===== src/rtl/pbus_slave_pkg.sv =====
package pbus_slave_pkg;

  typedef enum logic [1:0] {
    SP_NONE = 2'd0,
    SP_S16  = 2'd1,
    SP_S24  = 2'd2,
    SP_S32  = 2'd3
  } space_e;

  typedef enum logic [2:0] {
    ST_IDLE   = 3'd0,
    ST_QUAL   = 3'd1,
    ST_DSWAIT = 3'd2,
    ST_READ   = 3'd3,
    ST_HOLD   = 3'd4,
    ST_SKIP   = 3'd5
  } state_e;

  // Tag to address space; only plain data/supervisor codes are accepted.
  function automatic space_e tag_space(input logic [5:0] tag);
    space_e sp;
    case (tag)
      6'h29, 6'h2D: sp = SP_S16;
      6'h39, 6'h3D: sp = SP_S24;
      6'h09, 6'h0D: sp = SP_S32;
      default:      sp = SP_NONE;
    endcase
    return sp;
  endfunction

endpackage


===== src/rtl/pbus_sync.sv =====
module pbus_sync #(
  parameter int W      = 1,
  parameter int STAGES = 2,
  parameter logic [W-1:0] RST_VAL = '0
) (
  input  logic         clk,
  input  logic         rst_n,
  input  logic [W-1:0] d,
  output logic [W-1:0] q
);

  logic [STAGES-1:0][W-1:0] stg_q;

  always_ff @(posedge clk or negedge rst_n) begin
    if (!rst_n) begin
      stg_q <= {STAGES{RST_VAL}};
    end else begin
      stg_q[0] <= d;
      for (int i = 1; i < STAGES; i++) begin
        stg_q[i] <= stg_q[i-1];
      end
    end
  end

  assign q = stg_q[STAGES-1];

endmodule


===== src/rtl/pbus_decode.sv =====
module pbus_decode
  import pbus_slave_pkg::*;
#(
  parameter int AW  = 32,
  parameter int LSB = 5
) (
  input  logic [5:0]    tag,
  input  logic [AW-1:1] addr,
  input  logic [AW-1:0] base,
  output logic          hit
);

  localparam int NSP = 3;
  localparam int SPW [NSP] = '{16, 24, 32};
  localparam logic [AW-1:0] HI_MASK = {AW{1'b1}} << LSB;

  logic [AW-1:0]  full_addr;
  logic [AW-1:0]  diff;
  logic [NSP-1:0] match;
  space_e         space;

  assign full_addr = {addr, 1'b0};
  assign diff      = full_addr ^ base;
  assign space     = tag_space(tag);

  for (genvar g = 0; g < NSP; g++) begin : g_space
    localparam logic [AW-1:0] MASK = HI_MASK & ~({AW{1'b1}} << SPW[g]);
    assign match[g] = ((diff & MASK) == '0);
  end

  always_comb begin
    case (space)
      SP_S16:  hit = match[0];
      SP_S24:  hit = match[1];
      SP_S32:  hit = match[2];
      default: hit = 1'b0;
    endcase
  end

endmodule


===== src/rtl/pbus_lanes.sv =====
module pbus_lanes (
  input  logic [1:0] dstb_n,
  input  logic       long_n,
  input  logic       a01,
  output logic [3:0] lane_en,
  output logic       bad
);

  always_comb begin
    lane_en = 4'b0000;
    bad     = 1'b0;
    case (dstb_n)
      2'b00: begin
        if (long_n)    lane_en = a01 ? 4'b1100 : 4'b0011;
        else if (!a01) lane_en = 4'b1111;
        else           bad     = 1'b1;
      end
      2'b10: begin
        if (long_n) lane_en = a01 ? 4'b0100 : 4'b0001;
        else        bad     = 1'b1;
      end
      2'b01: begin
        if (long_n) lane_en = a01 ? 4'b1000 : 4'b0010;
        else        bad     = 1'b1;
      end
      default: begin
        lane_en = 4'b0000;
        bad     = 1'b0;
      end
    endcase
  end

endmodule


===== src/rtl/pbus_regfile.sv =====
module pbus_regfile #(
  parameter int DEPTH = 8,
  parameter int DW    = 32,
  localparam int NB    = DW / 8,
  localparam int IDX_W = (DEPTH > 1) ? $clog2(DEPTH) : 1
) (
  input  logic             clk,
  input  logic             rst_n,
  input  logic             we,
  input  logic [IDX_W-1:0] idx,
  input  logic [NB-1:0]    be,
  input  logic [DW-1:0]    wdata,
  output logic [DW-1:0]    rdata
);

  logic [DEPTH-1:0][DW-1:0] words;

  for (genvar w = 0; w < DEPTH; w++) begin : g_word
    for (genvar b = 0; b < NB; b++) begin : g_byte
      logic [7:0] byte_q;
      logic       byte_en;
      assign byte_en = we && (idx == IDX_W'(w)) && be[b];
      always_ff @(posedge clk or negedge rst_n) begin
        if (!rst_n)       byte_q <= 8'h00;
        else if (byte_en) byte_q <= wdata[8*b +: 8];
      end
      assign words[w][8*b +: 8] = byte_q;
    end
  end

  assign rdata = words[idx];

endmodule


===== src/rtl/pbus_slave.sv =====
module pbus_slave
  import pbus_slave_pkg::*;
#(
  parameter int ADDR_W      = 32,
  parameter int DATA_W      = 32,
  parameter int DEPTH       = 8,
  parameter int SYNC_STAGES = 2
) (
  input  logic              clk,
  input  logic              rst_n,
  input  logic [ADDR_W-1:0] win_base,
  input  logic              busy,
  input  logic              bus_astb_n,
  input  logic [1:0]        bus_dstb_n,
  input  logic              bus_long_n,
  input  logic              bus_wr_n,
  input  logic              bus_intack_n,
  input  logic [5:0]        bus_amod,
  input  logic [ADDR_W-1:1] bus_addr,
  input  logic [DATA_W-1:0] bus_din,
  output logic [DATA_W-1:0] bus_dout,
  output logic              bus_dout_en,
  output logic              bus_ack_n,
  output logic              bus_err_n,
  output logic              bus_rty_n
);

  localparam int NB       = DATA_W / 8;
  localparam int IDX_W    = (DEPTH > 1) ? $clog2(DEPTH) : 1;
  localparam int BYTE_LSB = $clog2(NB);
  localparam int WIN_LSB  = BYTE_LSB + IDX_W;
  localparam int CTL_W    = 6;

  // Reset: asserted asynchronously, released on the clock.
  logic rst_meta_q, rst_q, rst_i;
  always_ff @(posedge clk or negedge rst_n) begin
    if (!rst_n) begin
      rst_meta_q <= 1'b0;
      rst_q      <= 1'b0;
    end else begin
      rst_meta_q <= 1'b1;
      rst_q      <= rst_meta_q;
    end
  end
  assign rst_i = rst_q;

  // Synchronized bus controls {intack, wr, long, dstb[1:0], astb}.
  logic [CTL_W-1:0] ctl_raw, ctl_s;
  logic             astb_s, long_s, wr_s, intack_s;
  logic [1:0]       ds_s;

  assign ctl_raw = {bus_intack_n, bus_wr_n, bus_long_n, bus_dstb_n, bus_astb_n};

  pbus_sync #(
    .W(CTL_W), .STAGES(SYNC_STAGES), .RST_VAL({CTL_W{1'b1}})
  ) u_sync (
    .clk(clk), .rst_n(rst_i), .d(ctl_raw), .q(ctl_s)
  );

  assign astb_s   = ctl_s[0];
  assign ds_s     = ctl_s[2:1];
  assign long_s   = ctl_s[3];
  assign wr_s     = ctl_s[4];
  assign intack_s = ctl_s[5];

  // State and held address phase.
  state_e            state_q, state_d;
  logic [ADDR_W-1:1] hold_addr_q;
  logic [5:0]        hold_tag_q;
  logic              hold_ld;
  logic              ack_q, ack_d, err_q, err_d, rty_q, rty_d;
  logic              doe_q, doe_d;
  logic [DATA_W-1:0] dout_q, dout_d;
  logic              dout_ld;
  logic              wr_en;

  logic              addr_stable, hit;
  logic [NB-1:0]     lane_en;
  logic              lane_bad;
  logic [DATA_W-1:0] rd_word, rd_masked;

  assign addr_stable = (bus_addr == hold_addr_q) && (bus_amod == hold_tag_q);

  pbus_decode #(.AW(ADDR_W), .LSB(WIN_LSB)) u_decode (
    .tag(hold_tag_q), .addr(hold_addr_q), .base(win_base), .hit(hit)
  );

  pbus_lanes u_lanes (
    .dstb_n(ds_s), .long_n(long_s), .a01(hold_addr_q[1]),
    .lane_en(lane_en), .bad(lane_bad)
  );

  pbus_regfile #(.DEPTH(DEPTH), .DW(DATA_W)) u_regs (
    .clk(clk), .rst_n(rst_i), .we(wr_en),
    .idx(hold_addr_q[WIN_LSB-1:BYTE_LSB]), .be(lane_en),
    .wdata(bus_din), .rdata(rd_word)
  );

  for (genvar k = 0; k < NB; k++) begin : g_rmask
    assign rd_masked[8*k +: 8] = lane_en[k] ? rd_word[8*k +: 8] : 8'h00;
  end

  // Next-state logic.
  always_comb begin
    state_d = state_q;
    hold_ld = 1'b0;
    ack_d   = ack_q;
    err_d   = err_q;
    rty_d   = rty_q;
    doe_d   = doe_q;
    dout_ld = 1'b0;
    dout_d  = dout_q;
    wr_en   = 1'b0;
    case (state_q)
      ST_IDLE: begin
        if (!astb_s) begin
          hold_ld = 1'b1;
          state_d = ST_QUAL;
        end
      end
      ST_QUAL: begin
        if (astb_s)                state_d = ST_IDLE;
        else if (!addr_stable)     hold_ld = 1'b1;
        else if (hit && intack_s)  state_d = ST_DSWAIT;
        else                       state_d = ST_SKIP;
      end
      ST_DSWAIT: begin
        if (astb_s) begin
          state_d = ST_IDLE;
        end else if (ds_s != 2'b11) begin
          if (lane_bad) begin
            err_d   = 1'b1;
            state_d = ST_HOLD;
          end else if (busy) begin
            rty_d   = 1'b1;
            state_d = ST_HOLD;
          end else if (!wr_s) begin
            wr_en   = 1'b1;
            ack_d   = 1'b1;
            state_d = ST_HOLD;
          end else begin
            doe_d   = 1'b1;
            dout_ld = 1'b1;
            dout_d  = rd_masked;
            state_d = ST_READ;
          end
        end
      end
      ST_READ: begin
        ack_d   = 1'b1;
        state_d = ST_HOLD;
      end
      ST_HOLD: begin
        if (ds_s == 2'b11) begin
          ack_d   = 1'b0;
          err_d   = 1'b0;
          rty_d   = 1'b0;
          doe_d   = 1'b0;
          state_d = ST_SKIP;
        end
      end
      ST_SKIP: begin
        if (astb_s) state_d = ST_IDLE;
      end
      default: state_d = ST_IDLE;
    endcase
  end

  // Registers.
  always_ff @(posedge clk or negedge rst_i) begin
    if (!rst_i) begin
      state_q <= ST_IDLE;
      ack_q   <= 1'b0;
      err_q   <= 1'b0;
      rty_q   <= 1'b0;
      doe_q   <= 1'b0;
    end else begin
      state_q <= state_d;
      ack_q   <= ack_d;
      err_q   <= err_d;
      rty_q   <= rty_d;
      doe_q   <= doe_d;
    end
  end

  always_ff @(posedge clk or negedge rst_i) begin
    if (!rst_i) begin
      hold_addr_q <= '0;
      hold_tag_q  <= '0;
    end else if (hold_ld) begin
      hold_addr_q <= bus_addr;
      hold_tag_q  <= bus_amod;
    end
  end

  always_ff @(posedge clk or negedge rst_i) begin
    if (!rst_i)       dout_q <= '0;
    else if (dout_ld) dout_q <= dout_d;
  end

  assign bus_dout    = dout_q;
  assign bus_dout_en = doe_q;
  assign bus_ack_n   = ~ack_q;
  assign bus_err_n   = ~err_q;
  assign bus_rty_n   = ~rty_q;

endmodule


===== config.mk =====
export PLATFORM = sky130hd
export DESIGN_NAME = pbus_slave
export DESIGN_NICKNAME = d
export VERILOG_FILES = /design/src/rtl/pbus_slave_pkg.sv /design/src/rtl/pbus_sync.sv /design/src/rtl/pbus_decode.sv /design/src/rtl/pbus_lanes.sv /design/src/rtl/pbus_regfile.sv /design/src/rtl/pbus_slave.sv
export SDC_FILE = /design/constraint.sdc
export NUM_CORES = 1
export LEC_CHECK = 0
export ABC_AREA = 0
export CORE_UTILIZATION = 45
export CTS_CLUSTER_SIZE = 10
export DETAILED_ROUTE_END_ITERATION = 10
export HOLD_SLACK_MARGIN = 0.03
export PLACE_DENSITY = 0.77
export SLEW_MARGIN = 10
export SYNTH_ARGS = -nofsm -noshare
export SYNTH_HDL_FRONTEND = slang
export SYNTH_SLANG_ARGS = --single-unit
export TNS_END_PERCENT = 5

===== constraint.sdc =====
create_clock -name clk -period 25.9 [get_ports clk]
set_input_delay 5.18 -clock clk [delete_from_list [all_inputs] [get_ports clk]]
set_output_delay 5.18 -clock clk [all_outputs]
set_load 0.01 [all_outputs]

## Word level (Yosys, flattened, before mapping)

Index checks and enable logic that the tools add are counted.

| storage, ports and cells | value |
|---|---|
| register bits | 346 |
| output and inout port bits | 36 |

| cells by class | value |
|---|---|
| reductions and logical operators | 60 |
| equality and inequality tests | 40 |
| bitwise logic cells | 7 |
| $lt $le $gt $ge | 1 |
| muxes and demuxes | 70 |

Operators by type and width:

| cell | count |
|---|---|
| $bmux W32 S3 | 1 |
| $logic_not A32 Y1 | 3 |
| $logic_and A1 B1 Y1 | 42 |
| $mux W1 | 36 |
| $mux W3 | 12 |
| $mux W32 | 1 |
| $mux W8 | 4 |
| $xor A32 B32 Y32 | 1 |
| $eq A31 B31 Y1 | 1 |
| $eq A6 B6 Y1 const B | 4 |
| $mux W4 | 6 |
| $reduce_and A7 Y1 | 3 |
| $ne A2 B2 Y1 const B | 10 |
| $eq A3 B3 Y1 const B | 6 |
| $pmux W3 S6 | 1 |
| $eq A3 B2 Y1 const B | 4 |
| $eq A6 B4 Y1 const B | 2 |
| $pmux W4 S3 | 1 |
| $pmux W1 S2 | 5 |
| $reduce_and A5 Y1 | 2 |
| $eq A2 B2 Y1 const B | 4 |
| $reduce_or A2 Y1 | 4 |
| $eq A3 B1 Y1 const B | 2 |
| $eq A6 B6 Y1 | 1 |
| 12 further kinds | 22 |

## Depth between registers and ports, before layout

Gate-level depths: netlist of run 1.

| logic depth | value |
|---|---|
| depth in word-level cells | 10 |
| gate-level depth with buffers | 9 |
| depth with buffers taken out | 8 |

## Modules after synthesis

Synthesis of run 1 repeated with hierarchy kept, for this count alone.

| unflattened totals | value |
|---|---|
| cell total of the unflattened synthesis | 1212 |
| area, all modules | 16465.8 µm² |

Modules (own cells, without submodules):

| module | times used | cells each | area each (µm²) |
|---|---|---|---|
| pbus_regfile | 1 | 795 | 11876.4 |
| pbus_slave | 1 | 332 | 3699.8 |
| pbus_sync | 1 | 18 | 360.3 |
| pbus_decode | 1 | 42 | 351.6 |
| pbus_lanes | 1 | 25 | 177.7 |

## Worst setup path before layout of run 1

Ideal clock, no wire load.

| timing path | value |
|---|---|
| path kind | input-to-reg |
| from | input port busy |
| to | register u_regs.g_word[1].g_byte[2].byte_q[0] |
| cell stages on the path | 6 |
| setup time | 125 ps |
| arrival time | 6977 ps |
| buffers on the path | 1 |
| setup slack | 18798 ps |
| cell sequence | or3_1 > or4b_1 > or3_1 > buf_6 > nor2_8 > mux2_2 |

| between the ends | value |
|---|---|
| cells in the longest elaborated chain, start to end | 7 |

RTL lines:

| what | line | text |
|---|---|---|
| from (decl) | pbus_slave.sv:12 | `input logic busy,` |
| $mux W1 | pbus_slave.sv:134 | `end else if (busy) begin` |
| $mux W1 | pbus_slave.sv:131 | `if (lane_bad) begin` |
| $mux W1 | pbus_slave.sv:130 | `end else if (ds_s != 2'b11) begin` |
| $mux W1 | pbus_slave.sv:128 | `if (astb_s) begin` |
| $mux W1 | pbus_slave.sv:114 | `case (state_q)` |
| $logic_and A1 B1 Y1 (2 in a row) | pbus_regfile.sv:22 | `assign byte_en = we && (idx == IDX_W'(w)) && be[b];` |
| to (signal assigned) | pbus_regfile.sv:25 | `else if (byte_en) byte_q <= wdata[8*b +: 8];` |
| to (decl) | pbus_regfile.sv:20 | `logic [7:0] byte_q;` |

Every way passes these cells.
A chain may end at the register's enable or synchronous reset.

## Worst setup path after layout of run 1

| timing path | value |
|---|---|
| from | input port busy |
| to | register u_regs.g_word[1].g_byte[0].byte_q[1] |

| between the ends | value |
|---|---|
| cells in the longest elaborated chain, start to end | 7 |

RTL lines:

| what | line |
|---|---|
| $mux W1 | pbus_slave.sv:134 |
| $mux W1 | pbus_slave.sv:131 |
| $mux W1 | pbus_slave.sv:130 |
| $mux W1 | pbus_slave.sv:128 |
| $mux W1 | pbus_slave.sv:114 |
| $logic_and A1 B1 Y1 (2 in a row) | pbus_regfile.sv:22 |
| to (signal assigned) | pbus_regfile.sv:25 |
| to (decl) | pbus_regfile.sv:20 |

Every way passes these cells.

==> impl_results.md, run 1 <==
- Status: finished, final reports clean
- Total CTS buffers: 41
- Worst r2r src: hold_addr_q[2]$_DFFE_PN0P_
- Crit-path max FO: 8
- Pwr Density: 70.4 nW/um^2
- DP Wirelength: 22300 um
- Proportion of synthesized area in mux cells: 0.321
- # H-tree levels: 2
- Full die area: 35800 um^2
- Worst hold path type: reg -> reg
- Worst slew pin tran: 1.03 ns
- Leakage: 0.00875 uW
- Worst Setup SP: busy
- Die Ht: 189 um
- Synthesized Nets: 1148
- Routed WL: 34200 um
- Layout fillers: 2850
- Critical Path Sink Type: register
- Max Clock Freq: 133 MHz
- Setup Skew: 0.0159 ns
- CTS max path bufs: 3
- Crit path required time: 26.30 ns
- Tmin final: 7.50 ns
- CTS root buffer: clkbuf_16
- Post_cts resized: 0
- Die X: 189 um
- Crit path capture: u_regs.g_word[1].g_byte[0].byte_q[1]$_DFFE_PN0P_
- Via count: 9233
- Core area: 34500 um^2
- YS warnings: 0
- Pin count of the biggest net entering global routing: 84
- TritonRoute pass-1 iters: 4
- #FFs+latches synth: 346
- Switching Fraction: 0.265
- Simple-gate share of the synthesized area: 0.0440
- CP Launch Type: primary input
- Final period utilization: 0.290
- GR Overflow Total: 0
- Remaining antenna violation count after routing: 0
- Final hold violation count: 0
- Global-route wire length before repair: 54700 um
- Max Cap Viol: 0
- CTS sink count: 346
- WL/cell: 20.5 um
- CTS tree: yes
- Design area: 18900 um^2
- Post-CTS setup buffer count: 0
- Power share of the clock group: 0.389
- Clock Pin Slew Worst Setup and Hold Paths: 0.05 ns
- Drc violations: 0
- Initial core utilization: 0.456
- Layout cell share with drive strength beyond 1: 0.372
- Tot GR Track Use: 0.196
- Number of synthesized flops with an enable pin: 0
- Reg power frac: 0.462
- DR iter-0 viols: 472
- Adder and majority gate portion of the synthesized area: 0.00635
- FF+latch area: 8680 um^2
- Post-Synthesis Cells: 1030
- RR Endpoint: hold_addr_q[30]$_DFFE_PN0P_
- Fin Setup TNS: 0 ns
- Critical Path AT: 7.90 ns
- Mean Syn Cell Area: 15.3 um^2
- Switching power: 351 uW
- Multi-input logic area: 6920 um^2
- Fin nets: 1308
- Syn Std Cell Area: 15800 um^2
- RSZ-0062 raised after global routing: no
- Vias per Instance: 5.55
- Worst Reg-to-Reg Cells: 8
- Distinct cells, synth: 47
- Vias in the first global route: 9903
- Slew HR: 0.312
- Fin. max-slew vios: 0
- Top FF cell, synth: dfrtp_1
- Setup Viol. Count Final: 0
- # IOs: 146
- Sequential cell area fraction in the yosys report: 0.550
- Buffers on Ports: 140
- Internal: 975 uW
- Post-Synth XOR/XNOR Area: 0.0356
- Initial antenna violation count: 1
- Worst vdd ir: 0.0470 mV
- FP Rows: 68
- Compound-Gate Fraction of Synth Area: 0.0310
- N_diodes: 0
- DP Area: 17700 um^2
- Latest clock arrival within the worst-skew pair: 0.53 ns
- CTS Hold Bufs: 0
- Largest family of logic cells by synthesized area: multiplexers
- Reg2Reg Setup Slack: 22.26 ns
- RePlAce Congestion: 0.832
- Setup CP Type: in -> reg
- Async S/R FF share, synth: 1.00
- Combinational fraction of design power: 0.149
- Area Overhead vs Synth: 19.6%
## power groups by stage
stage | logic (uW) | registers, uW | clock network (uW)
5_1_grt | 215 | 619 | 550
3_3_place_gp | 197 | 622 | 0
2_1_floorplan | 149 | 603 | 0
4_1_cts | 200 | 615 | 529
3_5_place_dp | 199 | 624 | 0
6_report | 197 | 613 | 516
## flip-flops by register name (all words and copies together), names as in the netlist
| name | flops |
|---|---|
| u_sync.stg_q | 6 |
| hold_tag_q | 6 |
| bus_dout_en | 1 |
| rst_i | 1 |
| bus_dout | 32 |
| hold_addr_q | 31 |
| state_q | 3 |
| u_regs.g_word.g_byte.byte_q | 256 |
| err_q | 1 |
| rst_meta_q | 1 |
| ack_q | 1 |
| rty_q | 1 |
| u_sync.q | 6 |
## cells in the mapped netlist, types with 7 or more instances
| library cell | count | area, um^2 |
|---|---|---|
| mux2_1 | 11 | 124 |
| nor2_1 | 10 | 37.5 |
| ha_1 | 8 | 100 |
| nand2_2 | 12 | 75.1 |
| mux2i_1 | 32 | 320 |
| nand2_1 | 31 | 116 |
| dfstp_2 | 12 | 315 |
| nand4_1 | 7 | 43.8 |
| nor4_1 | 11 | 68.8 |
| inv_1 | 13 | 48.8 |
| buf_1 | 7 | 26.3 |
| o21ai_0 | 9 | 45.0 |
| xnor2_1 | 14 | 123 |
| mux4_2 | 64 | 1440 |
| dfrtp_1 | 334 | 8360 |
| nor2_2 | 8 | 50.1 |
| clkbuf_1 | 18 | 67.6 |
| o2bb2ai_1 | 32 | 280 |
| xor2_1 | 50 | 438 |
| a21oi_1 | 10 | 50.1 |
| mux2_2 | 282 | 3180 |
## worst min-delay path by stage
stage / start / end / cells after the start
after detailed placement: rst_meta_q$_DFF_PN0_ / rst_i$_DFF_PN0_ / 0
after CTS: rst_meta_q$_DFF_PN0_ / rst_i$_DFF_PN0_ / 0
after global routing: u_sync.stg_q[1]$_DFF_PN1_ / u_sync.q[1]$_DFF_PN1_ / 0
after floorplan: rst_meta_q$_DFF_PN0_ / rst_i$_DFF_PN0_ / 0
final: rst_meta_q$_DFF_PN0_ / rst_i$_DFF_PN0_ / 0
after global placement: rst_meta_q$_DFF_PN0_ / rst_i$_DFF_PN0_ / 0
## per-stage QoR
| stage | cells | worst slack (ns) | utilization | hold WS, ns | total power (uW) |
|---|---|---|---|---|---|
| floorplan | 1030 | 15.56 | - | 0.331 | 752 |
| global placement | 1602 | 17.94 | 0.512 | 0.336 | 819 |
| detailed placement | 1602 | 17.86 | 0.512 | 0.340 | 823 |
| CTS | 1663 | 18.41 | 0.546 | 0.353 | 1340 |
| global route | 1663 | 18.34 | 0.546 | 0.357 | 1380 |
| finish | 1663 | 18.40 | 0.546 | 0.354 | 1330 |
## layout make-up
cell class / instances / share of cell area
clock buffers: 58 / 0.0594
clock inverters: 3 / 0.00272
inverters: 13 / 0.00259
multi-input cells: 639 / 0.367
flip-flops and latches: 346 / 0.460
well taps: 455 / 0.0302
repair buffers: 149 / 0.0779
## per-layer routing
layer | global-route usage | vias to the layer above | share of wire
met1 | 0.258 | 4838 | 0.43
met5 | 0 | - | 0.00023
li1 | - | 4155 | -
met4 | 0.0555 | 2 | 0.024
met2 | 0.337 | 185 | 0.50
met3 | 0.0311 | 53 | 0.039
## logic make-up (layout without fill, tap and decap cells)
kind of cell             after synthesis  in the layout
adder cells (fa/ha/maj)                8              8
flip-flops                           346            346
XOR/XNOR                              64             64
multiplexers                         389            389
AND/OR/NAND/NOR                      112            112
AO/OA/AOI/OAI                         65             65
other                                  1              1
buffers and inverters                 45            223
## critical path: stages
cell	delay, ns
clkdlybuf4s50_1	0.46
or3_1	0.40
or4b_1	0.51
or3_1	0.64
nor2_8	0.33
mux2_2	0.37
## cell usage in the layout, fill, tap and decap left out, types with 4 or more instances in the layout
master	instances
o2bb2ai_1	32
xnor2_1	14
nand2_1	31
mux2_1	11
clkbuf_16	42
nand2_2	12
a21oi_1	10
buf_4	9
nor2_2	8
nor4_1	11
clkdlybuf4s50_1	140
dfstp_2	12
o21ai_0	9
nand2b_1	6
xor2_1	50
dfrtp_1	330
mux2i_1	32
mux2_2	282
inv_1	13
nor2_8	4
nor2_1	10
nor3_1	6
nand4_1	7
ha_1	8
clkbuf_1	15
mux4_2	64
Note: power is estimated with default switching activity, not from simulation.
==> inputs of run 2 (changes only) <==
PLACE_DENSITY = 0.8   (was 0.77)
clock period = 6 ns   (was 25.9 ns; I/O delays follow)
==> run 2 against run 1 <==
Against the previous run: critical path depth unchanged; final cell count about the same; utilization increased by 0.069 points; total power increased to 4.3 times the previous value; register-to-register slack got worse by 19 ns; combinational power increased to 4.3 times the previous value; sequential share of layout area decreased by 0.058 points; worst hold slack got worse by 0.0057 ns.
==> impl_results.md, run 2 (synthesis gave the netlist of run 1 again) <==
- Vias per Instance: 5.57 (+0.34%)
- Setup CP Type: in -> reg
- Crit-path max FO: 8 (unchanged)
- Routed WL: 34300 um (+0.40%)
- M1 WL: 14500 um (-1.9%)
- Initial antenna violation count: 2 (+1)
- WL met3: 1580 um (+20%)
- Final setup margin: 2.54 ns (-15.86 ns)
- Worst r2r src: hold_addr_q[3]$_DFFE_PN0P_
- Worst Reg-to-Reg Cells: 5 (-3)
- CTS Hold Bufs: 0 (unchanged)
- # H-tree levels: 2 (unchanged)
- CTS sink count: 346 (unchanged)
- Most frequent cells in the layout: dfrtp_1, mux2_2, clkdlybuf4s50_1
- Final hold violation count: 0 (unchanged)
- Pwr Density: 303 nW/um^2 (+330%)
- Status: finished, final reports clean
- DP Area: 17700 um^2 (about the same)
- RePlAce Congestion: 0.797 (-4.2%)
- Latest clock arrival within the worst-skew pair: 0.53 ns (about the same)
- Worst Setup SP: busy
- Post_cts resized: 0 (unchanged)
- Buffers on Ports: 140 (unchanged)
- Slew HR: 0.371 (+0.0595)
- CP Launch Type: primary input
- CTS max path bufs: 3 (unchanged)
- Drc violations: 0 (unchanged)
- CTS tree: yes
- Commonest non-fill, non-tap cell in the layout: dfrtp_1
- Die X: 189 um (unchanged)
- Layout cell share with drive strength beyond 1: 0.373 (+0.000828)
- Full die area: 35800 um^2 (unchanged)
- WL/cell: 20.6 um (+0.34%)
- # IOs: 146 (unchanged)
- Fin nets: 1307 (-0.076%)
- Critical Path AT: 3.87 ns (-4.03 ns)
- Remaining antenna violation count after routing: 0 (unchanged)
- Metal2 WL: 17300 um (+0.37%)
- Max Clock Freq: 289 MHz
- Core area: 34500 um^2 (unchanged)
- RR Endpoint: u_regs.g_word[6].g_byte[3].byte_q[1]$_DFFE_PN0P_
- Reg2Reg Setup Slack: 2.83 ns (-19.43 ns)
- Worst hold path type: reg -> reg
- Hold path cells: 0 (unchanged)
- Final period utilization: 0.577
- Pin count of the biggest net entering global routing: 182 (+120%)
- TritonRoute pass-1 iters: 4 (unchanged)
- Total CTS buffers: 41 (unchanged)
- Post-place setup slack: 2.01 ns (-15.86 ns)
- Design area: 18900 um^2 (+0.13%)
- Leakage: 0.00876 uW (about the same)
- Worst vdd ir: 0.202 mV (+330%)
- Tmin final: 3.46 ns
- Max Cap Viol: 0 (unchanged)
- Setup Skew: 0.0105 ns (-0.00540 ns)
- Setup Viol. Count Final: 0 (unchanged)
- Crit path required time: 6.40 ns (-19.90 ns)
- FP Rows: 68 (unchanged)
- Top metal layer carrying routed signals: met5
- Critical Path Sink Type: register
- Area Overhead vs Synth: 19.8%
- Fin. max-slew vios: 0 (unchanged)
- RSZ-0062 raised after global routing: no
- CTS root buffer: clkbuf_16
- Global-route wire length before repair: 55100 um (+0.82%)
- Max reg flops: 256 (unchanged)
- Via count: 9270 (+0.40%)
- Tot GR Track Use: 0.198 (+0.00159)
- GR Overflow Total: 0 (unchanged)
- Fin Setup TNS: 0 ns (unchanged)
- Die Ht: 189 um (unchanged)
- Worst hold margin: 0.348 ns (-0.00571 ns)
- Worst slew pin tran: 0.943 ns (-0.0892 ns)
- Crit path capture: u_regs.g_word[6].g_byte[3].byte_q[1]$_DFFE_PN0P_
- Initial core utilization: 0.456 (unchanged)
- Final Core Density: 0.547 (+0.000688)
- Top reg by flops: u_regs.g_word.g_byte.byte_q
- Clock Pin Slew Worst Setup and Hold Paths: 0.05 ns (about the same)
- Post-CTS setup buffer count: 0 (unchanged)
- DP Wirelength: 22200 um (-0.26%)
- Vias in the first global route: 10100 (+2.1%)
- DR iter-0 viols: 467 (-1.1%)
run 2: critical path, cell delays in order:
cell             delay (ns)
clkdlybuf4s50_1        0.44
or3_1                  0.38
or4_4                  0.56
nor2_1                 0.41
nand2_1                0.46
mux2_2                 0.41
run 2: worst min-delay path by stage:
stage,start,to,slack [ns]
floorplan,rst_meta_q$_DFF_PN0_,rst_i$_DFF_PN0_,0.33
global placement,rst_meta_q$_DFF_PN0_,rst_i$_DFF_PN0_,0.34
detailed placement,rst_meta_q$_DFF_PN0_,rst_i$_DFF_PN0_,0.34
CTS,rst_meta_q$_DFF_PN0_,rst_i$_DFF_PN0_,0.35
global route,u_sync.stg_q[3]$_DFF_PN1_,u_sync.q[3]$_DFF_PN1_,0.36
finish,rst_meta_q$_DFF_PN0_,rst_i$_DFF_PN0_,0.35
run 2: layout make-up:
| type | count | area (um^2) |
|---|---|---|
| Fill cell | 2794 | 15700 |
| Sequential cell | 346 | 8680 |
| Multi-Input combinational cell | 639 | 6920 |
| Timing Repair Buffer | 148 | 1470 |
| Clock buffer | 59 | 1140 |
| Tap cell | 455 | 569 |
| Inverter | 13 | 48.8 |
| Clock inverter | 3 | 43.8 |
| Antenna cell | 1 | 2.50 |
run 2: layer usage:
| layer | track usage | vias to the layer above |
|---|---|---|
| li1 | - | 4142 |
| met1 | 0.255 | 4838 |
| met2 | 0.339 | 223 |
| met3 | 0.0350 | 65 |
| met4 | 0.0639 | 2 |
| met5 | 0 | - |
run 2: report_power, final:
group          leakage (uW)  internal (uW)  switching (uW)
combinational       0.00349            438             408
sequential          0.00469           2450             204
clock              0.000576           1310             908
run 2: through the flow:
| step | total power, uW | std cells |
|---|---|---|
| floorplan | 3250 | 1030 |
| global placement | 3530 | 1601 |
| detailed placement | 3550 | 1601 |
| CTS | 5790 | 1663 |
| global route | 5970 | 1664 |
| finish | 5720 | 1664 |
==> inputs of run 3 (changes only) <==
clock period = 2.9 ns   (was 6 ns; I/O delays follow)
==> run 3 against run 2 <==
Against the previous run: count of clock-buffer cells in the layout decreased by 5; combinational power up 140%; sequential share of layout area shrank 1.5 points; routed wire length increased by 1.5%; cell area rose by 3.3%; register-to-register slack got worse by 2.8 ns; clock skew grew 0.015 ns; critical endpoint is now u_regs.g_word[1].g_byte[0].byte_q[6]$_DFFE_PN0P_; largest cell class unchanged; critical path depth rose by 3; worst setup slack got worse by 2.5 ns; via count up 1.2%; critical path type is now reg -> reg; largest power group unchanged; die area unchanged; first-iteration DRC count down 10%.
==> impl_results.md, run 3 (synthesis gave the netlist of run 1 again) <==
- Status: finished, final reports clean
- Tot GR Track Use: 0.203 (+0.00522)
- Initial antenna violation count: 2 (unchanged)
- Critical Path AT: 3.27 ns (-0.60 ns)
- FP Rows: 68 (unchanged)
- Final setup margin: 0.0349 ns (-2.50 ns)
- Vias per Instance: 5.49 (-1.4%)
- Worst r2r src: u_sync.q[1]$_DFF_PN1_
- Clock Pin Slew Worst Setup and Hold Paths: 0.05 ns (about the same)
- Final hold violation count: 0 (unchanged)
- CTS root buffer: clkbuf_16
- Vias in the first global route: 10300 (+1.9%)
- RR Endpoint: u_regs.g_word[1].g_byte[0].byte_q[6]$_DFFE_PN0P_
- Slowest cell on the critical path: dfstp_2
- Reg2Reg Setup Slack: 0.03 ns (-2.80 ns)
- Die X: 189 um (unchanged)
- Post-place setup slack: -0.312 ns (-2.32 ns)
- Full die area: 35800 um^2 (unchanged)
- TritonRoute pass-1 iters: 5 (+1)
- Crit path cell chain: inv_1 -> ha_1 -> nand2b_1 -> a21oi_1 -> or4b_4 -> or3_4 -> buf_12 -> nor2_8 -> mux2_2
- Worst slew pin tran: 0.665 ns (-0.278 ns)
- Total CTS buffers: 40 (-2.4%)
- Post-CTS setup buffer count: 0 (unchanged)
- GR Overflow Total: 0 (unchanged)
- Worst Reg-to-Reg Cells: 9 (+4)
- Critical Path Sink Type: register
- Pwr Density: 604 nW/um^2 (+99%)
- Fin. max-slew vios: 0 (unchanged)
- Max reg flops: 256 (unchanged)
- Crit-path max FO: 8 (unchanged)
- Global-route wire length before repair: 56700 um (+2.9%)
- Area Overhead vs Synth: 23.8%
- Crit path required time: 3.30 ns (-3.10 ns)
- Via count: 9380 (+1.2%)
- RePlAce Congestion: 0.812 (+1.8%)
- Pin count of the biggest net entering global routing: 78 (-57%)
- Slowest stage delay, CP: 0.55 ns (about the same)
- Commonest non-fill, non-tap cell in the layout: dfrtp_1
- # IOs: 146 (unchanged)
- Setup CP Type: reg -> reg
- Top reg by flops: u_regs.g_word.g_byte.byte_q
- Final period utilization: 0.988
- Routed WL: 34800 um (+1.5%)
- Latest clock arrival within the worst-skew pair: 0.53 ns (about the same)
- Core area: 34500 um^2 (unchanged)
- Remaining antenna violation count after routing: 0 (unchanged)
- CTS tree: yes
- Die Ht: 189 um (unchanged)
- DR iter-0 viols: 418 (-10%)
- WL/cell: 20.4 um (-1.1%)
- Tmin final: 2.87 ns
- Worst hold path type: in -> async
- Drc violations: 0 (unchanged)
- Setup Viol. Count Final: 0 (unchanged)
- Initial core utilization: 0.456 (unchanged)
- Worst vdd ir: 0.394 mV (+96%)
- Fin nets: 1355 (+3.7%)
- CTS sink count: 346 (unchanged)
- # H-tree levels: 2 (unchanged)
- Placed cells: 1650 (+3.1%)
- Non-Filler Instances: 1708 (+2.6%)
- Slew HR: 0.557 (+0.185)
- Most frequent cells in the layout: dfrtp_1, mux2_2, clkdlybuf4s50_1
- Layout cell share with drive strength beyond 1: 0.397 (+0.0244)
- Leakage: 0.00910 uW (+3.9%)
- CTS max path bufs: 3 (unchanged)
- Buffers on Ports: 140 (unchanged)
- Max Clock Freq: 349 MHz
- RSZ-0062 raised after global routing: yes
- Max Cap Viol: 0 (unchanged)
- Fin Setup TNS: 0 ns (unchanged)
- Setup Skew: 0.0253 ns (+0.0147 ns)
- CP Launch Type: register
- DP Wirelength: 23500 um (+5.7%)
- Final Core Density: 0.565 (+0.0182)
run 3: how the worst max path moves through the flow:
| stage | startpoint | to | depth (start not counted) |
|---|---|---|---|
| after floorplan | rst_i$_DFF_PN0_ | ack_q$_DFFE_PN0P_ | 0 |
| after CTS | u_sync.q[1]$_DFF_PN1_ | u_regs.g_word[1].g_byte[0].byte_q[0]$_DFFE_PN0P_ | 9 |
| final | u_sync.q[1]$_DFF_PN1_ | u_regs.g_word[1].g_byte[0].byte_q[6]$_DFFE_PN0P_ | 9 |
| after detailed placement | busy | u_regs.g_word[4].g_byte[3].byte_q[6]$_DFFE_PN0P_ | 8 |
| after global routing | u_sync.q[1]$_DFF_PN1_ | u_regs.g_word[4].g_byte[3].byte_q[6]$_DFFE_PN0P_ | 10 |
| after global placement | busy | u_regs.g_word[4].g_byte[0].byte_q[6]$_DFFE_PN0P_ | 8 |
run 3: routing by layer:
| layer | GRT usage | up-vias | wire (um) |
|---|---|---|---|
| li1 | - | 4240 | - |
| met3 | 0.0352 | 60 | 1410 |
| met5 | 0 | - | 17 |
| met4 | 0.0571 | 2 | 828 |
| met2 | 0.345 | 167 | 17500 |
| met1 | 0.268 | 4911 | 15100 |
run 3: cell type report:
type                    instances  area [um^2]
diodes                          1         2.50
clock buffers                  54         1060
clock inverters                 3         47.5
fillers                      2763        15000
inverters                      13         48.8
multi-input cells             639         6930
flip-flops and latches        346         8680
well taps                     455          569
repair buffers                197         2170
run 3: metrics by stage:
stage	hold WS, ns	area, um^2	total power [uW]
after detailed placement	0.337	18400	7460
final	0.212	19500	11800
after global routing	0.193	19500	12300
after CTS	0.190	19500	11900
after floorplan	0.284	15800	6720
after global placement	0.331	18400	7420
run 3: timing repair:
| action | CTS | global route |
|---|---|---|
| setup endpoints to repair | 0 | 73 |
| gates resized for setup | 0 | 3 |
| hold buffers | 0 | 0 |
run 3: critical path: cells and delay by family (launching register included):
kind / cells / cell delay (ns)
AO/OA/AOI/OAI: 1 / 0.09
adder cells (fa/ha/maj): 1 / 0.30
buffers and inverters: 2 / 0.23
flip-flops: 1 / 0.55
multiplexers: 1 / 0.36
AND/OR/NAND/NOR: 4 / 1.21
run 3: power by group:
group          total, uW  internal (uW)  switching, uW  leakage, uW
Combinational       2040            991           1050      0.00388
Clock               4430           2550           1880     0.000536
Sequential          5310           5070            241      0.00469
Total              11800           8600           3180      0.00910
